$ cat src/rtl/mbox_send_pkg.sv
package mbox_send_pkg;
  localparam int unsigned ADDR_W  = 6;
  localparam int unsigned DATA_W  = 32;
  localparam int unsigned FIELD_W = 8;
  localparam int unsigned N_SRC   = 3;

  localparam logic [ADDR_W-1:0] A_ID    = 6'h00;
  localparam logic [ADDR_W-1:0] A_LO    = 6'h04;
  localparam logic [ADDR_W-1:0] A_HI    = 6'h08;
  localparam logic [ADDR_W-1:0] A_TRIG  = 6'h0C;
  localparam logic [ADDR_W-1:0] A_CLR   = 6'h10;
  localparam logic [ADDR_W-1:0] A_STAT  = 6'h14;
  localparam logic [ADDR_W-1:0] A_IRQ   = 6'h18;
  localparam logic [ADDR_W-1:0] A_MASK  = 6'h1C;

  typedef enum logic [1:0] {
    SRC_STALL   = 2'd0,
    SRC_COLLIDE = 2'd1,
    SRC_FETCHED = 2'd2
  } irq_src_e;

  // byte lanes of the status word, MSB first
  typedef struct packed {
    logic [FIELD_W-1:0] stall;
    logic [FIELD_W-1:0] fetched;
    logic [FIELD_W-1:0] collide;
    logic [FIELD_W-1:0] pending;
  } status_t;
endpackage

$ cat src/rtl/mbox_regs.sv
module mbox_regs
  import mbox_send_pkg::*;
#(
  parameter int unsigned NUM_TGT = 8,
  parameter int unsigned MSG_W   = 64,
  localparam int unsigned ID_W   = (NUM_TGT > 1) ? $clog2(NUM_TGT) : 1
) (
  input  logic              clk_i,
  input  logic              rst_ni,
  input  logic              wr_en_i,
  input  logic [ADDR_W-1:0] addr_i,
  input  logic [DATA_W-1:0] wdata_i,
  output logic [DATA_W-1:0] rdata_o,
  output logic [ID_W-1:0]   id_o,
  output logic [MSG_W-1:0]  msg_o,
  output logic [N_SRC-1:0]  mask_o,
  output logic              trig_o,
  output logic              clr_o,
  output logic              irq_clr_o,
  input  status_t           status_i,
  input  logic              pend_i
);
  logic [ID_W-1:0]   id_q;
  logic [DATA_W-1:0] lo_q, hi_q;
  logic [N_SRC-1:0]  mask_q;

  always_ff @(posedge clk_i or negedge rst_ni) begin
    if (!rst_ni) begin
      id_q   <= '0;
      lo_q   <= '0;
      hi_q   <= '0;
      mask_q <= '1;
    end else if (wr_en_i) begin
      case (addr_i)
        A_ID:   id_q   <= wdata_i[ID_W-1:0];
        A_LO:   lo_q   <= wdata_i;
        A_HI:   hi_q   <= wdata_i;
        A_MASK: mask_q <= wdata_i[N_SRC-1:0];
        default: ;
      endcase
    end
  end

  assign trig_o    = wr_en_i && (addr_i == A_TRIG) && wdata_i[0];
  assign clr_o     = wr_en_i && (addr_i == A_CLR);
  assign irq_clr_o = wr_en_i && (addr_i == A_IRQ) && wdata_i[0];
  assign id_o      = id_q;
  assign msg_o     = {hi_q, lo_q};
  assign mask_o    = mask_q;

  always_comb begin
    rdata_o = '0;
    case (addr_i)
      A_ID:   rdata_o[ID_W-1:0]  = id_q;
      A_LO:   rdata_o            = lo_q;
      A_HI:   rdata_o            = hi_q;
      A_STAT: rdata_o            = status_i;
      A_IRQ:  rdata_o[0]         = pend_i;
      A_MASK: rdata_o[N_SRC-1:0] = mask_q;
      default: rdata_o = '0;
    endcase
  end
endmodule

$ cat src/rtl/mbox_tgt_track.sv
module mbox_tgt_track #(
  parameter int unsigned NUM_TGT = 8
) (
  input  logic               clk_i,
  input  logic               rst_ni,
  input  logic [NUM_TGT-1:0] trig_sel_i,
  input  logic [NUM_TGT-1:0] full_i,
  input  logic [NUM_TGT-1:0] fetch_sel_i,
  input  logic [NUM_TGT-1:0] clr_fetched_i,
  input  logic [NUM_TGT-1:0] clr_collide_i,
  input  logic [NUM_TGT-1:0] clr_stall_i,
  output logic [NUM_TGT-1:0] send_o,
  output logic [NUM_TGT-1:0] pending_o,
  output logic [NUM_TGT-1:0] fetched_o,
  output logic [NUM_TGT-1:0] collide_o,
  output logic [NUM_TGT-1:0] stall_o
);
  for (genvar t = 0; t < NUM_TGT; t++) begin : g_tgt
    logic send, col_set, stl_set, hit;
    logic pend_q, fet_q, col_q, stl_q;

    // collision outranks stall, stall outranks send
    assign col_set = trig_sel_i[t] & pend_q;
    assign stl_set = trig_sel_i[t] & ~pend_q & full_i[t];
    assign send    = trig_sel_i[t] & ~pend_q & ~full_i[t];
    assign hit     = fetch_sel_i[t] & pend_q;

    always_ff @(posedge clk_i or negedge rst_ni) begin
      if (!rst_ni) begin
        pend_q <= 1'b0;
        fet_q  <= 1'b0;
        col_q  <= 1'b0;
        stl_q  <= 1'b0;
      end else begin
        if (send)     pend_q <= 1'b1;
        else if (hit) pend_q <= 1'b0;

        if (hit)                   fet_q <= 1'b1;
        else if (clr_fetched_i[t]) fet_q <= 1'b0;

        if (col_set)               col_q <= 1'b1;
        else if (clr_collide_i[t]) col_q <= 1'b0;

        if (stl_set)               stl_q <= 1'b1;
        else if (clr_stall_i[t])   stl_q <= 1'b0;
      end
    end

    assign send_o[t]    = send;
    assign pending_o[t] = pend_q;
    assign fetched_o[t] = fet_q;
    assign collide_o[t] = col_q;
    assign stall_o[t]   = stl_q;
  end
endmodule

$ cat src/rtl/mbox_irq.sv
module mbox_irq
  import mbox_send_pkg::*;
(
  input  logic             clk_i,
  input  logic             rst_ni,
  input  logic [N_SRC-1:0] src_i,
  input  logic [N_SRC-1:0] mask_i,
  input  logic             clr_i,
  output logic             pend_o
);
  logic [N_SRC-1:0] live, live_q;
  logic             pend_q;

  assign live = src_i & ~mask_i;

  always_ff @(posedge clk_i or negedge rst_ni) begin
    if (!rst_ni) begin
      live_q <= '0;
      pend_q <= 1'b0;
    end else begin
      live_q <= live;
      if (|(live & ~live_q)) pend_q <= 1'b1;
      else if (clr_i)        pend_q <= 1'b0;
    end
  end

  assign pend_o = pend_q;
endmodule

$ cat src/rtl/mbox_send_unit.sv
module mbox_send_unit
  import mbox_send_pkg::*;
#(
  parameter int unsigned NUM_TGT = 8,
  parameter int unsigned MSG_W   = 64,
  localparam int unsigned ID_W   = (NUM_TGT > 1) ? $clog2(NUM_TGT) : 1
) (
  input  logic               clk_i,
  input  logic               rst_ni,
  input  logic               wr_en_i,
  input  logic [ADDR_W-1:0]  addr_i,
  input  logic [DATA_W-1:0]  wdata_i,
  output logic [DATA_W-1:0]  rdata_o,
  output logic [NUM_TGT-1:0] tgt_valid_o,
  output logic [MSG_W-1:0]   tgt_msg_o,
  input  logic [NUM_TGT-1:0] tgt_full_i,
  input  logic               fetch_i,
  input  logic [ID_W-1:0]    fetch_id_i,
  output logic               irq_o
);
  logic [ID_W-1:0]    id;
  logic [MSG_W-1:0]   msg;
  logic [N_SRC-1:0]   mask, src;
  logic               trig, clr, irq_clr, pend;
  logic [NUM_TGT-1:0] trig_sel, fetch_sel, send;
  logic [NUM_TGT-1:0] pending_q, fetched_q, collide_q, stall_q;
  logic [NUM_TGT-1:0] clr_fet, clr_col, clr_stl;
  status_t            status;
  logic [NUM_TGT-1:0] valid_q;
  logic [MSG_W-1:0]   msg_q;

  mbox_regs #(.NUM_TGT(NUM_TGT), .MSG_W(MSG_W)) u_regs (
    .clk_i, .rst_ni, .wr_en_i, .addr_i, .wdata_i, .rdata_o,
    .id_o(id), .msg_o(msg), .mask_o(mask), .trig_o(trig), .clr_o(clr),
    .irq_clr_o(irq_clr), .status_i(status), .pend_i(pend)
  );

  always_comb begin
    trig_sel  = '0;
    fetch_sel = '0;
    if (trig)    trig_sel[id]          = 1'b1;
    if (fetch_i) fetch_sel[fetch_id_i] = 1'b1;
  end

  assign clr_fet = clr ? wdata_i[2*FIELD_W +: NUM_TGT] : '0;
  assign clr_col = clr ? wdata_i[1*FIELD_W +: NUM_TGT] : '0;
  assign clr_stl = clr ? wdata_i[3*FIELD_W +: NUM_TGT] : '0;

  mbox_tgt_track #(.NUM_TGT(NUM_TGT)) u_track (
    .clk_i, .rst_ni,
    .trig_sel_i(trig_sel), .full_i(tgt_full_i), .fetch_sel_i(fetch_sel),
    .clr_fetched_i(clr_fet), .clr_collide_i(clr_col), .clr_stall_i(clr_stl),
    .send_o(send), .pending_o(pending_q), .fetched_o(fetched_q),
    .collide_o(collide_q), .stall_o(stall_q)
  );

  always_comb begin
    status = '0;
    status.pending[NUM_TGT-1:0] = pending_q;
    status.collide[NUM_TGT-1:0] = collide_q;
    status.fetched[NUM_TGT-1:0] = fetched_q;
    status.stall[NUM_TGT-1:0]   = stall_q;
  end

  always_ff @(posedge clk_i or negedge rst_ni) begin
    if (!rst_ni) begin
      valid_q <= '0;
      msg_q   <= '0;
    end else begin
      valid_q <= send;
      if (|send) msg_q <= msg;
    end
  end

  assign tgt_valid_o = valid_q;
  assign tgt_msg_o   = msg_q;

  assign src[SRC_STALL]   = |stall_q;
  assign src[SRC_COLLIDE] = |collide_q;
  assign src[SRC_FETCHED] = |fetched_q;

  mbox_irq u_irq (
    .clk_i, .rst_ni, .src_i(src), .mask_i(mask), .clr_i(irq_clr), .pend_o(pend)
  );

  assign irq_o = pend;
endmodule

$ cat config.mk
export PLATFORM = sky130hd
export DESIGN_NAME = mbox_send_unit
export DESIGN_NICKNAME = d
export VERILOG_FILES = /design/src/rtl/mbox_send_pkg.sv /design/src/rtl/mbox_regs.sv /design/src/rtl/mbox_tgt_track.sv /design/src/rtl/mbox_irq.sv /design/src/rtl/mbox_send_unit.sv
export SDC_FILE = /design/constraint.sdc
export NUM_CORES = 1
export LEC_CHECK = 0
export BUFFER_PORTS_ARGS = -buffer_cell sky130_fd_sc_hd__clkbuf_2
export CORE_MARGIN = 10
export CORE_UTILIZATION = 50
export DETAILED_ROUTE_END_ITERATION = 10
export GPL_TIMING_DRIVEN = 1
export PLACE_DENSITY = 0.77
export SLEW_MARGIN = 10
export SYNTH_ARGS = -nofsm -noshare
export SYNTH_HDL_FRONTEND = slang
export SYNTH_SLANG_ARGS = --single-unit
$ cat constraint.sdc
create_clock -name clk_i -period 2.2 [get_ports clk_i]
set_input_delay 0.33 -clock clk_i [delete_from_list [all_inputs] [get_ports clk_i]]
set_output_delay 0.33 -clock clk_i [all_outputs]
set_load 0.01 [all_outputs]
# Word level (Yosys, flattened, before mapping)
# Index checks and enable logic that the tools add are counted.
[word_totals]
register_bits = 178
output_inout_bits = 105
wordCells = 239
[classes]
n_lt_le_gt_ge = 4
n_eq_ne = 7
n_mux = 78
bitwise_logic = 60
reduce_logical = 50
[op_table]
columns = ["cell", "n"]
rows = [
  ["case mux 29 bit (3 select lines)", 1],
  ["2-to-1 mux 1 bit", 68],
  ["nonzero test 2 bit", 33],
  ["bitwise AND 1 bit", 40],
  ["2-to-1 mux 8 bit", 5],
  ["OR reduction 8 bit", 4],
  ["equality test 6 x 5 -> 1 bit, second input constant", 4],
  ["NOT 1 bit", 16],
  ["equality test 6 x 4 -> 1 bit, second input constant", 2],
  ["case mux 2 bit (5 select lines)", 1],
  ["less-than comparator 3 x 4 -> 1 bit, second input constant", 2],
  ["AND reduction 2 bit", 4],
  ["logical AND 1 bit", 7],
  ["bitwise AND 3 bit", 2],
  ["demux 1 bit (select 3 bit)", 2],
  ["equality test 6 x 3 -> 1 bit, second input constant", 1],
  ["greater-or-equal comparator 3 x 1 -> 1 bit, second input constant", 2],
  ["logical NOT 6 bit", 1],
  ["NOT 3 bit", 2],
  ["case mux 1 bit (6 select lines)", 1],
  ["OR reduction 3 bit", 1],
]

# Logic depth before layout (Yosys ltp)
[depth]
word_depth = 8
depth_mapped = 7
mapped_depth_nobuf = 4

# Modules after synthesis
# From an unflattened synthesis, not the netlist that was laid out.
[hier_totals]
cells_unflattened = 644
area_unflattened_um2 = 8499.4
[modules_own_cells]
columns = ["module", "n_inst", "cells_per_inst", "area_per_inst_um2"]
rows = [
  ["mbox_regs", 1, 250, 3447.1],
  ["mbox_send_unit", 1, 206, 3158.0],
  ["mbox_tgt_track", 1, 176, 1731.7],
  ["mbox_irq", 1, 12, 162.7],
]

# Worst setup path after synthesis
# No wires, ideal clock.
[synth_path]
path_type = "register -> register"
startpoint = "register u_track.g_tgt[7].pend_q"
endpoint = "register msg_q[10], in the netlist tgt_msg_o[10]"
setup_ns = 0.125
arrival_time_ns = 2.031
required_time_ns = 2.075
path_slack_ns = 0.044
stages_incl_launch_ff = 8
n_path_buf = 3
period_less_slack_ns = 2.156
cell_sequence = "dfrtp_1 > clkbuf_1 > or2_2 > mux4_2 > o32a_1 > buf_4 > buf_6 > mux2_4"
[synth_between]
elab_chain_cells = 4
[synth_rtl]
columns = ["element", "line_no", "text"]
rows = [
  ["from (decl)", "mbox_tgt_track.sv:20", "logic pend_q, fet_q, col_q, stl_q;"],
  ["from (signal assigned)", "mbox_tgt_track.sv:30", "pend_q <= 1'b0;"],
  ["from (signal assigned)", "mbox_tgt_track.sv:35", "if (send) pend_q <= 1'b1;"],
  ["from (signal assigned)", "mbox_tgt_track.sv:36", "else if (hit) pend_q <= 1'b0;"],
  ["NOT 1 bit", "mbox_tgt_track.sv:25", "assign send = trig_sel_i[t] & ~pend_q & ~full_i[t];"],
  ["bitwise AND 1 bit (2 in series)", "mbox_tgt_track.sv:25", ""],
  ["OR reduction 8 bit", "mbox_send_unit.sv:71", "if (|send) msg_q <= msg;"],
  ["to (signal assigned)", "mbox_send_unit.sv:71", ""],
  ["to (decl)", "mbox_send_unit.sv:30", "logic [MSG_W-1:0] msg_q;"],
]
# No other way between the ends.
# A chain may end at the register's enable or synchronous reset.

# Worst setup path after layout
[layout_path]
startpoint = "register u_track.g_tgt[6].pend_q"
endpoint = "register msg_q[46], in the netlist tgt_msg_o[46]"
[layout_between]
elab_chain_cells = 4
[layout_rtl]
columns = ["element", "line_no"]
rows = [
  ["from (decl)", "mbox_tgt_track.sv:20"],
  ["from (signal assigned)", "mbox_tgt_track.sv:30"],
  ["from (signal assigned)", "mbox_tgt_track.sv:35"],
  ["from (signal assigned)", "mbox_tgt_track.sv:36"],
  ["NOT 1 bit", "mbox_tgt_track.sv:25"],
  ["bitwise AND 1 bit (2 in series)", "mbox_tgt_track.sv:25"],
  ["OR reduction 8 bit", "mbox_send_unit.sv:71"],
]
# No other way between the ends.

==> flow_summary_export.csv <==
group,metric,value,unit
critical_path,worstPathArrival,2.42,ns
critical_path,cp.required,2.51,ns
synthesis,synthArstFlopShare,100,%
critical_path,crit_buf_inv,1,
synthesis,synth_common_cells,"dfrtp_1, mux2_2, mux2_4",
synthesis,synth_cells,567,
global_route,grt_max_degree,69,
critical_path,worstPathCellList,"or2_2 > mux4_2 > o32a_2 > buf_12 > mux2_4",
synthesis,synth_flop_cell,"dfrtp_1",
global_route,grt_pass1_wl,33.6,mm
power,power.density,758,mW/mm^2
critical_path,r2r_cells,5,
synthesis,synth_edf_count,0,
worst_hold_path,hold_class,"in -> reg",
sta,clock.fmax,474,MHz
sta,relSlewSlack,58.9,%
cells_and_area,nets,800,
critical_path,crit_start,"u_track.g_tgt[6].pend_q",
route,viasPerCell,5.93,
placed_design,dp_slack,-0.00839,ns
global_route,grtUsageTotal,20.9,%
synthesis,synth_area,0.00778,sq mm
sta,tns,0,ns
global_route,grt_pass1_vias,6073,
clock_network,clk_latency,0.42,ns
placed_design,dpl.hpwl,15.8,mm
clock_network,htree_levels,4,
route,drc,0,
clock_network,clockRootBuffer,"clkbuf_16",
power,power,7.25,mW
clock_network,clk_pin_slew,0.07,ns
die,rows,45,
sta,drv_slew,0,
critical_path,cp_top_family,"multiplexers",
synthesis,ys_seq_area_share,57.3,%
die,ios,158,
power,p_leak,5.26,nW
placed_design,place_congestion,0.914,
synthesis,syn_nets,620,
die,fp.dieW,145,microns
synthesis,synth_seq_cells,178,
synthesis,yosysTopAreaCell,"dfrtp_1",
critical_path,end_kind,"flip-flop",
critical_path,critical_path_class,"reg -> reg",
sta,finalHoldViolCount,0,
sta,finalWorstSetupSlack,0.0891,ns
route,wire_per_inst,22.7,microns
sta,hold_ws,0.0939,ns
sta,timing.final.crit_share,96.0,%
clock_network,cts_sinks,178,
synthesis,ys_warn_count,0,
cells_and_area,drive_above_1_share,48.4,%
critical_path,rr_endpoint,"tgt_msg_o[46]",
job,max_cap_viol_count,0,
die,fp.dieH,145,microns
global_route,grt_antenna_before_repair,0,
die,coreArea,0.0152,sq mm
clock_network,cts_made_buffers,17,
critical_path,timing.rr.start,"u_track.g_tgt[6].pend_q",
clock_network,cts_tree,"yes",
placed_design,io_buffers,157,
die,die_area,0.0209,sq mm
global_route,globalRouteOverflowTotal,0,
outcome,status,"completed",
synthesis,synth_top_area_share,56.3,%
critical_path,cp_num_cells,5,
cells_and_area,final_cells,946,
synthesis,synthTopCellsByArea,"dfrtp_1, mux2_4, mux2_2",
critical_path,cpMaxStageDelayCell,"mux4_2",
cells_and_area,area_delta_synth_final,23.0,%
route,wl,21.5,mm
sta,period_needed,2.11,ns
placed_design,dp_cells,914,
die,start_util,51.2,%
synthesis,synth_cell_types,41,
critical_path,rrSetupSlack,0.09,ns
sta,tightest_slew,0.610,ns
synthesis,syn_area_per_cell,13.7,sq um
route,dr.first_iter.drc_count,611,
critical_path,max_stage_delay,0.47,ns
critical_path,cp_max_fo,32,
sta,rsz0062_at_grt,"no",
route,via_count,5610,
sta,fin_skew,0.00880,ns
critical_path,endpoint,"tgt_msg_o[46]",
clock_network,cts_buffer_depth,2,
critical_path,critPathLaunchType,"flip-flop",
route,final_antenna_net_count,0,
sta,setup_violations,0,
route,dr.pass1.iters,8,
synthesis,synth.most_common_cell,"dfrtp_1",
cells_and_area,antennaDiodeCount,0,
power,vdd_drop_max,0.559,mV
stage by stage:
| stage | cell area [sq um] | utilization (%) |
|---|---|---|
| after global placement | 8970 | 59.0 |
| after detailed placement | 8970 | 59.0 |
| after global routing | 9570 | 62.9 |
| after CTS | 9560 | 62.9 |
| final | 9570 | 62.9 |
| after floorplan | 7780 | - |
cell usage in the layout (no fill, tap or decap), types with 4 or more instances in the layout:
master and count:
mux2_4 60, or2_2 5, nand4_1 6, nand2_1 40
a222oi_1 29, nand2b_1 4, dfrtp_1 175, a32o_1 7
nor2_1 17, nor3_1 8, clkbuf_16 17, inv_1 32
a22o_1 17, a22oi_1 4, buf_12 6, nor4_1 12
nand3_1 8, clkbuf_2 156, buf_4 29, nor2b_1 6
mux2_2 73
kinds of logic after synthesis:
logic type	share of synthesized area, %
AOI/OAI and AO/OA	8.54
and+or+nand+nor	7.96
DFF	57.3
buffers and inverters	3.73
muxes	22.4
flip-flops by register name, summed over array words and instances (netlist names):
signal and count:
tgt_msg_o 64, tgt_valid_o 8, u_irq.live_q 3, u_irq.pend_o 1, u_regs.hi_q 32, u_regs.id_o 3
u_regs.lo_q 32, u_regs.mask_o 3, u_track.g_tgt.col_q 8, u_track.g_tgt.fet_q 8, u_track.g_tgt.pend_q 8, u_track.g_tgt.stl_q 8
worst register-to-register path, stage by stage, from the launching register on:
cell     delay [ns]
dfrtp_1        0.38
or2_2          0.32
mux4_2         0.47
o32a_2         0.25
buf_12         0.20
mux2_4         0.38
layer usage:
| layer | up-vias | global-route usage, % | wire length, microns |
|---|---|---|---|
| met2 | 244 | 33.3 | 10400 |
| met1 | 2883 | 26.8 | 9040 |
| met3 | 31 | 4.86 | 1640 |
| li1 | 2452 | - | - |
| met5 | - | 0 | 0 |
| met4 | 0 | 8.83 | 447 |
area by class of cell:
| class | instances | area [sq um] |
|---|---|---|
| Multi-Input combinational cell | 325 | 3030 |
| Inverter | 32 | 120 |
| Fill cell | 1143 | 5630 |
| Timing Repair Buffer | 193 | 1140 |
| Clock inverter | 9 | 133 |
| Tap cell | 188 | 235 |
| Sequential cell | 178 | 4460 |
| Clock buffer | 21 | 450 |
how the worst min path moves through the flow:
stage,from,end,cells after the start
3_3_place_gp,rst_ni,tgt_msg_o[19],1
4_1_cts,tgt_full_i[5],tgt_valid_o[5],2
6_report,tgt_full_i[5],tgt_valid_o[5],2
5_1_grt,tgt_full_i[5],tgt_valid_o[5],2
3_5_place_dp,rst_ni,tgt_msg_o[51],1
2_1_floorplan,rst_ni,tgt_msg_o[0],0
power breakdown:
part	internal [mW]	switching [mW]
Sequential	3.48	0.180
Clock	1.81	1.24
Combinational	0.274	0.270
Total	5.56	1.69
timing repair:
action | in CTS | in global routing
endpoints found under the setup margin | 3 | 15
hold buffers | 1 | 0
pin swaps | 0 | 1
resized for setup | 1 | 0
setup buffers | 0 | 1
hold endpoints to repair | 27 | 0
Power figures use the tool's default switching activity.
